--- src/rtl/clkseq_pkg.sv ---
package clkseq_pkg;
    typedef enum logic [1:0] {
        SEQ_HOLD  = 2'd0,
        SEQ_ARMED = 2'd1,
        SEQ_RUN   = 2'd2
    } seq_state_e;
endpackage

--- src/rtl/clkseq_src_mux.sv ---
module clkseq_src_mux (
    input  logic clk,
    input  logic rst_n,
    input  logic xtal_tick,
    input  logic pll_tick,
    input  logic src_sel,
    input  logic hold,
    input  logic wrap,
    output logic sel_q,
    output logic src_tick
);
    // The select is latched only at a phase boundary (wrap) or while the bus is idle.
    always_ff @(posedge clk or negedge rst_n) begin
        if (!rst_n) begin
            sel_q <= 1'b0;
        end else if (hold || wrap) begin
            sel_q <= src_sel;
        end
    end

    always_comb begin
        src_tick = sel_q ? pll_tick : xtal_tick;
    end

    // the latched select keeps its value inside a bus phase
    a_r7_sel_boundary: assert property (@(posedge clk) disable iff (!rst_n)
        (!hold && !wrap) |=> $stable(sel_q));
endmodule

--- src/rtl/clkseq_div.sv ---
module clkseq_div #(
    parameter int DIV_STAGES = 2
) (
    input  logic clk,
    input  logic rst_n,
    input  logic run,
    input  logic tick,
    output logic rise_en,
    output logic fall_en,
    output logic [DIV_STAGES-1:0] phase
);
    logic [DIV_STAGES:0] carry;

    assign carry[0] = tick;

    // Each stage is a divide-by-two that toggles when every lower stage carries.
    for (genvar i = 0; i < DIV_STAGES; i++) begin : g_stage
        assign carry[i+1] = carry[i] & phase[i];

        always_ff @(posedge clk or negedge rst_n) begin
            if (!rst_n) begin
                phase[i] <= 1'b0;
            end else if (!run) begin
                phase[i] <= 1'b0;
            end else if (carry[i]) begin
                phase[i] <= ~phase[i];
            end
        end
    end

    always_comb begin
        rise_en = run & carry[DIV_STAGES];
        fall_en = run & carry[DIV_STAGES-1] & ~phase[DIV_STAGES-1];
    end

    // each selected tick while running advances the phase by one
    a_r2_phase_step: assert property (@(posedge clk) disable iff (!rst_n)
        (run && tick) |=> (!$past(run) || phase == $past(phase) + 1'b1));

    // a tick that does not arrive leaves the phase unchanged
    a_r2_phase_hold: assert property (@(posedge clk) disable iff (!rst_n)
        (run && !tick) |=> $stable(phase));

    // no bus enable leaves the divider while it is idle
    a_r3_idle_quiet: assert property (@(posedge clk) disable iff (!rst_n)
        !run |-> (!rise_en && !fall_en));

    // the rise and fall enables never fire together
    a_r2_enables_excl: assert property (@(posedge clk) disable iff (!rst_n)
        $onehot0({rise_en, fall_en}));
endmodule

--- src/rtl/clkseq_startup_fsm.sv ---
module clkseq_startup_fsm
    import clkseq_pkg::*;
#(
    parameter int HOLD_CYCLES = 4096
) (
    input  logic clk,
    input  logic rst_n,
    input  logic xtal_tick,
    input  logic req,
    input  logic bus_rise,
    output logic hold,
    output logic rst_pin_n,
    output logic running
);
    localparam int CW = (HOLD_CYCLES > 1) ? $clog2(HOLD_CYCLES) : 1;
    localparam logic [CW-1:0] LAST = CW'(HOLD_CYCLES - 1);

    seq_state_e state_q, state_d;
    logic [CW-1:0] cnt_q, cnt_d;

    always_ff @(posedge clk or negedge rst_n) begin
        if (!rst_n) begin
            state_q <= SEQ_HOLD;
            cnt_q   <= '0;
        end else begin
            state_q <= state_d;
            cnt_q   <= cnt_d;
        end
    end

    always_comb begin
        state_d = state_q;
        cnt_d   = cnt_q;
        unique case (state_q)
            SEQ_HOLD: begin
                if (req) begin
                    cnt_d = '0;
                end else if (xtal_tick) begin
                    if (cnt_q == LAST) begin
                        state_d = SEQ_ARMED;
                        cnt_d   = '0;
                    end else begin
                        cnt_d = cnt_q + 1'b1;
                    end
                end
            end
            SEQ_ARMED: begin
                cnt_d = '0;
                if (req) begin
                    state_d = SEQ_HOLD;
                end else if (bus_rise) begin
                    state_d = SEQ_RUN;
                end
            end
            SEQ_RUN: begin
                cnt_d = '0;
                if (req) begin
                    state_d = SEQ_HOLD;
                end
            end
            default: begin
                state_d = SEQ_HOLD;
                cnt_d   = '0;
            end
        endcase
    end

    always_comb begin
        hold      = (state_q == SEQ_HOLD);
        rst_pin_n = (state_q != SEQ_HOLD);
        running   = (state_q == SEQ_RUN);
    end

    // a request always lands in HOLD with a cleared count
    a_r6_req_restart: assert property (@(posedge clk) disable iff (!rst_n)
        req |=> (!rst_pin_n && cnt_q == '0));

    // without a crystal tick the startup count does not move
    a_r5_count_needs_xtal: assert property (@(posedge clk) disable iff (!rst_n)
        (hold && !req && !xtal_tick) |=> (hold && $stable(cnt_q)));

    // the final crystal tick of the count releases the pin
    a_r4_release: assert property (@(posedge clk) disable iff (!rst_n)
        (hold && !req && xtal_tick && cnt_q == LAST) |=> rst_pin_n);

    // a crystal tick before the last one keeps the pin low
    a_r4_no_early_release: assert property (@(posedge clk) disable iff (!rst_n)
        (hold && !req && cnt_q != LAST) |=> !rst_pin_n);

    // running status only begins right after a bus rise
    a_r8_status_edge: assert property (@(posedge clk) disable iff (!rst_n)
        $rose(running) |-> $past(bus_rise));
endmodule

--- src/rtl/clkseq_top.sv ---
module clkseq_top #(
    parameter int HOLD_CYCLES = 4096,
    parameter int DIV_STAGES  = 2
) (
    input  logic clk,
    input  logic rst_n,
    input  logic xtal_tick,
    input  logic pll_tick,
    input  logic src_sel,
    input  logic por_req,
    input  logic lvi_req,
    output logic bus_rise_en,
    output logic bus_fall_en,
    output logic rst_pin_n,
    output logic clk_running
);
    logic req;
    logic hold;
    logic sel_q;
    logic src_tick;
    logic [DIV_STAGES-1:0] phase;

    assign req = por_req | lvi_req;

    clkseq_startup_fsm #(
        .HOLD_CYCLES (HOLD_CYCLES)
    ) u_fsm (
        .clk       (clk),
        .rst_n     (rst_n),
        .xtal_tick (xtal_tick),
        .req       (req),
        .bus_rise  (bus_rise_en),
        .hold      (hold),
        .rst_pin_n (rst_pin_n),
        .running   (clk_running)
    );

    clkseq_src_mux u_mux (
        .clk       (clk),
        .rst_n     (rst_n),
        .xtal_tick (xtal_tick),
        .pll_tick  (pll_tick),
        .src_sel   (src_sel),
        .hold      (hold),
        .wrap      (bus_rise_en),
        .sel_q     (sel_q),
        .src_tick  (src_tick)
    );

    clkseq_div #(
        .DIV_STAGES (DIV_STAGES)
    ) u_div (
        .clk     (clk),
        .rst_n   (rst_n),
        .run     (!hold),
        .tick    (src_tick),
        .rise_en (bus_rise_en),
        .fall_en (bus_fall_en),
        .phase   (phase)
    );

    // a bus enable can only occur on a tick of the latched source
    a_r1_source_gate: assert property (@(posedge clk) disable iff (!rst_n)
        (bus_rise_en || bus_fall_en) |-> (sel_q ? pll_tick : xtal_tick));

    // the pin stays low and the bus stays quiet together
    a_r3_pin_quiet: assert property (@(posedge clk) disable iff (!rst_n)
        !rst_pin_n |-> (!bus_rise_en && !bus_fall_en && !clk_running));
endmodule

--- config.mk ---
export PLATFORM = sky130hd
export DESIGN_NAME = clkseq_top
export DESIGN_NICKNAME = d
export VERILOG_FILES = /design/src/rtl/clkseq_pkg.sv /design/src/rtl/clkseq_src_mux.sv /design/src/rtl/clkseq_div.sv /design/src/rtl/clkseq_startup_fsm.sv /design/src/rtl/clkseq_top.sv
export SDC_FILE = /design/constraint.sdc
export NUM_CORES = 1
export LEC_CHECK = 0
export CORE_UTILIZATION = 45
export DETAILED_ROUTE_END_ITERATION = 6
export PLACE_DENSITY = 0.67
export SYNTH_ARGS = -nofsm -noshare
export SYNTH_HDL_FRONTEND = slang
export SYNTH_SLANG_ARGS = --single-unit
--- constraint.sdc ---
create_clock -name clk -period 1.86 [get_ports clk]
set_input_delay 0.372 -clock clk [delete_from_list [all_inputs] [get_ports clk]]
set_output_delay 0.372 -clock clk [all_outputs]
set_load 0.01 [all_outputs]
# == Word-level counts from Yosys, hierarchy flattened ==
# Cells that the tools add are included.
# W data, S select, Z words.
# totals
elab_cells,46
out_inout_bits,4
reg_bits,17
# op_classes
reduce_logical,7
n_addsub,1
mux,16
eq_ne,9
n_bitwise,8
# op_table
op,n
$mux W12,4
$add A12 B1 Y12 const B,1
$eq A12 B12 Y1 const B,1
$mux W2,6
$pmux W2 S3,1
$reduce_bool A2 Y1,3
$and A1 B1 Y1,5
$mux W1,5
$reduce_and A5 Y1,1
$ne A2 B1 Y1 const B,2
$ne A2 B2 Y1 const B,2
$ne A3 B2 Y1 const B,1
$ne A3 B3 Y1 const B,1
$eq A2 B1 Y1 const B,1
$eq A2 B2 Y1 const B,1
$logic_not A2 Y1,1
$not A1 Y1,2
$logic_not A1 Y1,1
$logic_or A1 B1 Y1,1
$or A1 B1 Y1,1

# == Longest topological paths before layout ==
# logic_depth
word_depth,7
mapped_depth,5

# == Cells and area by module ==
# Synthesis repeated with hierarchy kept, for this count alone.
# unflattened
hier_cells,98
area_unflattened_um2,904.6
# modules_own_cells
module,cells_per_inst,n_inst,area_per_inst_um2,seq_area_each_um2
clkseq_startup_fsm,82,1,747.0,350.3
clkseq_div,10,1,96.3,50.0
clkseq_src_mux,4,1,51.3,25.0
clkseq_top,2,1,10.0,0.0

# == Least setup slack after synthesis ==
# No wires, ideal clock.
# synth_path
path_kind,register to register
start,register u_fsm.cnt_q[0]
end,register u_fsm.state_q[0]
path_slack_ns,0.124
setup_time_ns,0.111
arrival_time_ns,1.624
path_buffers,0
period_less_slack_ns,1.736
path_stages_with_launch,6
cell_sequence,dfrtp_1 -> ha_1 -> nand2_1 -> or2_0 -> or3_1 -> a2111oi_2
# synth_between
elab_chain_cells,3
# synth_lines
element,line,text
"start, declared",clkseq_startup_fsm.sv:19,"logic [CW-1:0] cnt_q, cnt_d;"
"start signal, assigned",clkseq_startup_fsm.sv:27,cnt_q <= cnt_d;
$eq A12 B12 Y1,clkseq_startup_fsm.sv:39,if (cnt_q == LAST) begin
$ne A2 B1 Y1 (no line),n/a,
$reduce_and A5 Y1 (no line),n/a,
"end signal, assigned",clkseq_startup_fsm.sv:26,state_q <= state_d;
"end, declared",clkseq_startup_fsm.sv:18,"seq_state_e state_q, state_d;"
# No other way between the ends.
# A chain may end at the register's enable or synchronous reset.

# == Worst setup path in the final report ==
# layout_path
start,input pll_tick
end,output bus_rise_en
# layout_between
elab_chain_cells,4
# layout_lines
element,line,text
"start, declared",clkseq_top.sv:8,"input logic pll_tick,"
$mux W1,clkseq_src_mux.sv:22,src_tick = sel_q ? pll_tick : xtal_tick;
$and A1 B1 Y1 (2 in series),clkseq_div.sv:18,assign carry[i+1] = carry[i] & phase[i];
$and A1 B1 Y1,clkseq_div.sv:32,rise_en = run & carry[DIV_STAGES];
"end, declared",clkseq_top.sv:12,"output logic bus_rise_en,"
# No other way between the ends.

==> out/qor_table.md <==
| Item | Reported | Unit |
|---|---|---|
| Number of buffers added by the clock tree synthesis step | 3 | - |
| Clock tree from TritonCTS | done | - |
| Synth top area cells | sky130_fd_sc_hd__dfrtp_1, sky130_fd_sc_hd__nor2_1, sky130_fd_sc_hd__xor2_1 | - |
| Number of buffer and inverter instances along the worst setup path | 2 | - |
| Leading area contributor after synthesis | sky130_fd_sc_hd__dfrtp_1 | - |
| Placer congestion estimate | 0.7885 | - |
| Highest clock frequency the design can meet | 0.5594 | GHz |
| DIE HEIGHT | 47.30 | um |
| Path length in cells of the critical path | 5 | - |
| Sequential fraction of the synthesis area | 0.4607 | - |
| Average footprint of a synthesized cell | 9.519 | um2 |
| Setup slack at placement | -0.3137 | ns |
| Clock latency on the worst-skew pair | 0.30 | ns |
| I/O pin total | 11 | - |
| Clock buffer depth | 2 | - |
| Yosys Warn Count | 0 | - |
| Cell area after synthesis | 923.4 | um2 |
| Global-route wire length before repair | 3.291 | mm |
| Grt ovf | 0 | - |
| Number of unique standard cell types used by synthesis | 34 | - |
| Vias | 841 | - |
| Worst r2r path cells | 4 | - |
| Die width | 47.30 | um |
| Transition time at the pin with the least slew margin | 0.4413 | ns |
| Routed Wire Length | 2.087 | mm |
| Area after DPL | 1176 | um2 |
| Finished Cell Area | 1239 | um2 |
| Largest stage delay, worst path | 0.45 | ns |
| Largest net degree at the start of global routing | 18 | - |
| Worst-path fanout max | 3 | - |
| Per-cell routed wire length | 13.55 | um |
| Class of the tightest hold or removal check | in2async | - |
| Die Footprint | 2237 | um2 |
| Global routing usage summed across all routing layers | 0.2129 | - |
| Sink Count | 17 | - |
| Fin Clk Skew | 0.009678 | ns |
| Number of port buffers | 10 | - |
| CP cell instances | clkdlybuf4s50_1 -> mux2_4 -> nand3_1 -> nor2_1 -> clkdlybuf4s15_2 | - |
| Max stage delay cell, worst path | sky130_fd_sc_hd__clkdlybuf4s50_1 | - |
| HPWL Detailed | 1.500 | mm |
| Number of max-slew violations in the final report | 0 | - |
| Num rows | 16 | - |
| Master cell of the clock root buffer | sky130_fd_sc_hd__clkbuf_4 | - |
| Vias per Instance | 5.461 | - |
| Share of post-route cells with drive strength above 1 | 0.2835 | - |
| Initial antenna violation count | 0 | - |
| Result of the run | complete, no violations | - |
| Signal arrival time at the worst endpoint | 1.42 | ns |
| Antenna cell count | 0 | - |
| Nature of the critical path endpoint | output port | - |
| Highest ir drop seen on vdd | 0.3573 | mV |
| Number of maximum-capacitance violations | 0 | - |
| Fin crit share | 0.9612 | - |
| Layout net count | 136 | - |
| Number of standard cells in the layout, taps in and fillers out | 154 | - |
| Final Hold Fails | 0 | - |
| Number of nets in the synthesized netlist | 105 | - |
| Number of remaining DRC errors | 0 | - |
| Final setup violation count | 0 | - |
| Number of synthesized register bits | 17 | - |
| Number of detailed-route iterations in the first pass | 4 | - |
| CTS H-tree depth | 1 | - |
| Yosys top cell area share | 0.4607 | - |
| Number of DRC markers after the initial detailed-route iteration | 23 | - |
| Leakage | 0.5476 | nW |
| CP Launch Type | input port | - |
| Critical Path RT | 1.49 | ns |
| Pwr Density | 519.5 | nW/um2 |
| Hold buffers post-CTS | 0 | - |
| Area grow syn2layout | 34.15 | % |
| Critical path's top delay family | buffers and inverters | - |
| Via count of the first global-routing pass | 762 | - |
| Headroom to the max-slew limit | 0.7031 | - |
| Starting Density | 0.4755 | - |
| Setup Crit Path Kind | in2out | - |
| Floorplan core area | 1942 | um2 |
| Count of fill cells added during filler insertion | 171 | - |
| Setup repair after global routing missed its margin | no | - |
| Final critical-path required period | 1.788 | ns |
| Minimum setup slack in the final design | 0.07224 | ns |
| Placed cell count | 149 | - |
| CTS clock-pin slew for the worst setup and hold paths | 0.11 | ns |
| Post-route antenna net violation count | 0 | - |
| Post-synthesis instance total | 97 | - |
[layer usage]
metal / GRT usage / share of wire / up-vias
met5: 0 / 0 / -
met2: 0.3562 / 0.51 / 22
met3: 0.03462 / 0.041 / 2
met1: 0.2721 / 0.44 / 402
met4: 0.08571 / 0.0072 / 0
li1: - / - / 415
[cells in the mapped netlist (all sizes together)]
master and count:
nor2 13, mux2 2, ha 1, or3 1, a311oi 1, o32a 1
a2111oi 1, nand3 7, or2 2, o21a 1, nor4 2, dfrtp 17
o21bai 1, nand2b 1, buf 1, xor2 5, o211ai 1, and4 1
nand2 7, o31ai 1, xnor2 4, inv 3, o2111ai 2, o21ai 4
or4 2, nor2b 2, a21oi 3, o21ba 1, clkbuf 1, nor3 5
a41oi 1, nand4 2
[final timing paths]
path / from / endpoint / slack, ns
min reg2reg: u_fsm.cnt_q[9] / u_fsm.cnt_q[9] / 0.53
max reg2reg: u_fsm.cnt_q[2] / u_fsm.state_q[0] / 0.19
min in group clk: u_fsm.cnt_q[9] / u_fsm.cnt_q[9] / 0.53
max: pll_tick / bus_rise_en / 0.07
min: rst_n / u_fsm.cnt_q[6] / 0.38
max in group asynchronous: rst_n / u_fsm.state_q[0] / 1.27
[cell usage in the layout, fill, tap and decap left out, types with 2 or more instances in the layout]
master	n
sky130_fd_sc_hd__nor2b_1	2
sky130_fd_sc_hd__nand2_1	7
sky130_fd_sc_hd__nand3_1	7
sky130_fd_sc_hd__dfrtp_1	15
sky130_fd_sc_hd__nor2_1	12
sky130_fd_sc_hd__clkdlybuf4s50_1	5
sky130_fd_sc_hd__o2111ai_1	2
sky130_fd_sc_hd__inv_1	3
sky130_fd_sc_hd__buf_4	18
sky130_fd_sc_hd__dfrtp_2	2
sky130_fd_sc_hd__clkbuf_4	3
sky130_fd_sc_hd__nor4_1	2
sky130_fd_sc_hd__xnor2_1	4
sky130_fd_sc_hd__a21oi_1	3
sky130_fd_sc_hd__dlymetal6s2s_1	3
sky130_fd_sc_hd__nor3_1	5
sky130_fd_sc_hd__o21ai_0	4
sky130_fd_sc_hd__xor2_1	5
[where the power goes]
| group | internal (mW) | switching, mW | total (mW) |
|---|---|---|---|
| Sequential | 0.372 | 0.00164 | 0.374 |
| Combinational | 0.0356 | 0.0305 | 0.0661 |
| Clock | 0.0800 | 0.124 | 0.204 |
[sequential cells by signal, summed over array words and instances, names as in the netlist]
signal	count
u_div.phase	2
u_mux.sel_q	1
u_fsm.cnt_q	12
u_fsm.state_q	2
[cells by family (layout without fill, tap and decap cells)]
group	after synthesis	count (layout)	synth area share
and+or+nand+nor	45	45	0.2480
AOI/OAI and AO/OA	18	18	0.1464
DFF	17	17	0.4607
xor gates and xnor gates	9	9	0.08536
buffers and inverters	5	35	0.02167
muxes	2	2	0.02439
adders and majority gates	1	1	0.01355
[area by class of cell]
class | count | area, um2 | area share
multi-input combinational | 75 | 499.2 | 0.4030
sequential | 17 | 427.9 | 0.3455
timing repair buffer | 28 | 239.0 | 0.1929
tap | 27 | 33.78 | 0.02727
clock buffer | 3 | 22.52 | 0.01818
inverter | 3 | 11.26 | 0.009091
clock inverter | 1 | 5.005 | 0.004040
[what timing repair did]
item	in CTS	in global routing
pin swaps	0	1
setup buffers	0	1
hold endpoints to repair	0	0
setup endpoints to repair	5	6
gates resized for setup	11	7
[worst register-to-register path: stages, from the launching register on]
cell                        delay [ns]
sky130_fd_sc_hd__dfrtp_1          0.48
sky130_fd_sc_hd__nand4_2          0.14
sky130_fd_sc_hd__or2_4            0.29
sky130_fd_sc_hd__or3_1            0.33
sky130_fd_sc_hd__a2111oi_2        0.31
[per-stage QoR]
step	power (mW)	util	TNS, ns	hold WS, ns
after CTS	0.6476	0.6282	-0.01301	0.3855
after global placement	0.4430	0.6057	-1.953	0.5013
final	0.6435	0.6379	0	0.3815
after floorplan	0.4009	-	0	0.07641
after detailed placement	0.4443	0.6057	-2.287	0.5077
after global routing	0.6726	0.6379	0	0.4261
Note: power is estimated with default switching activity, not from simulation.
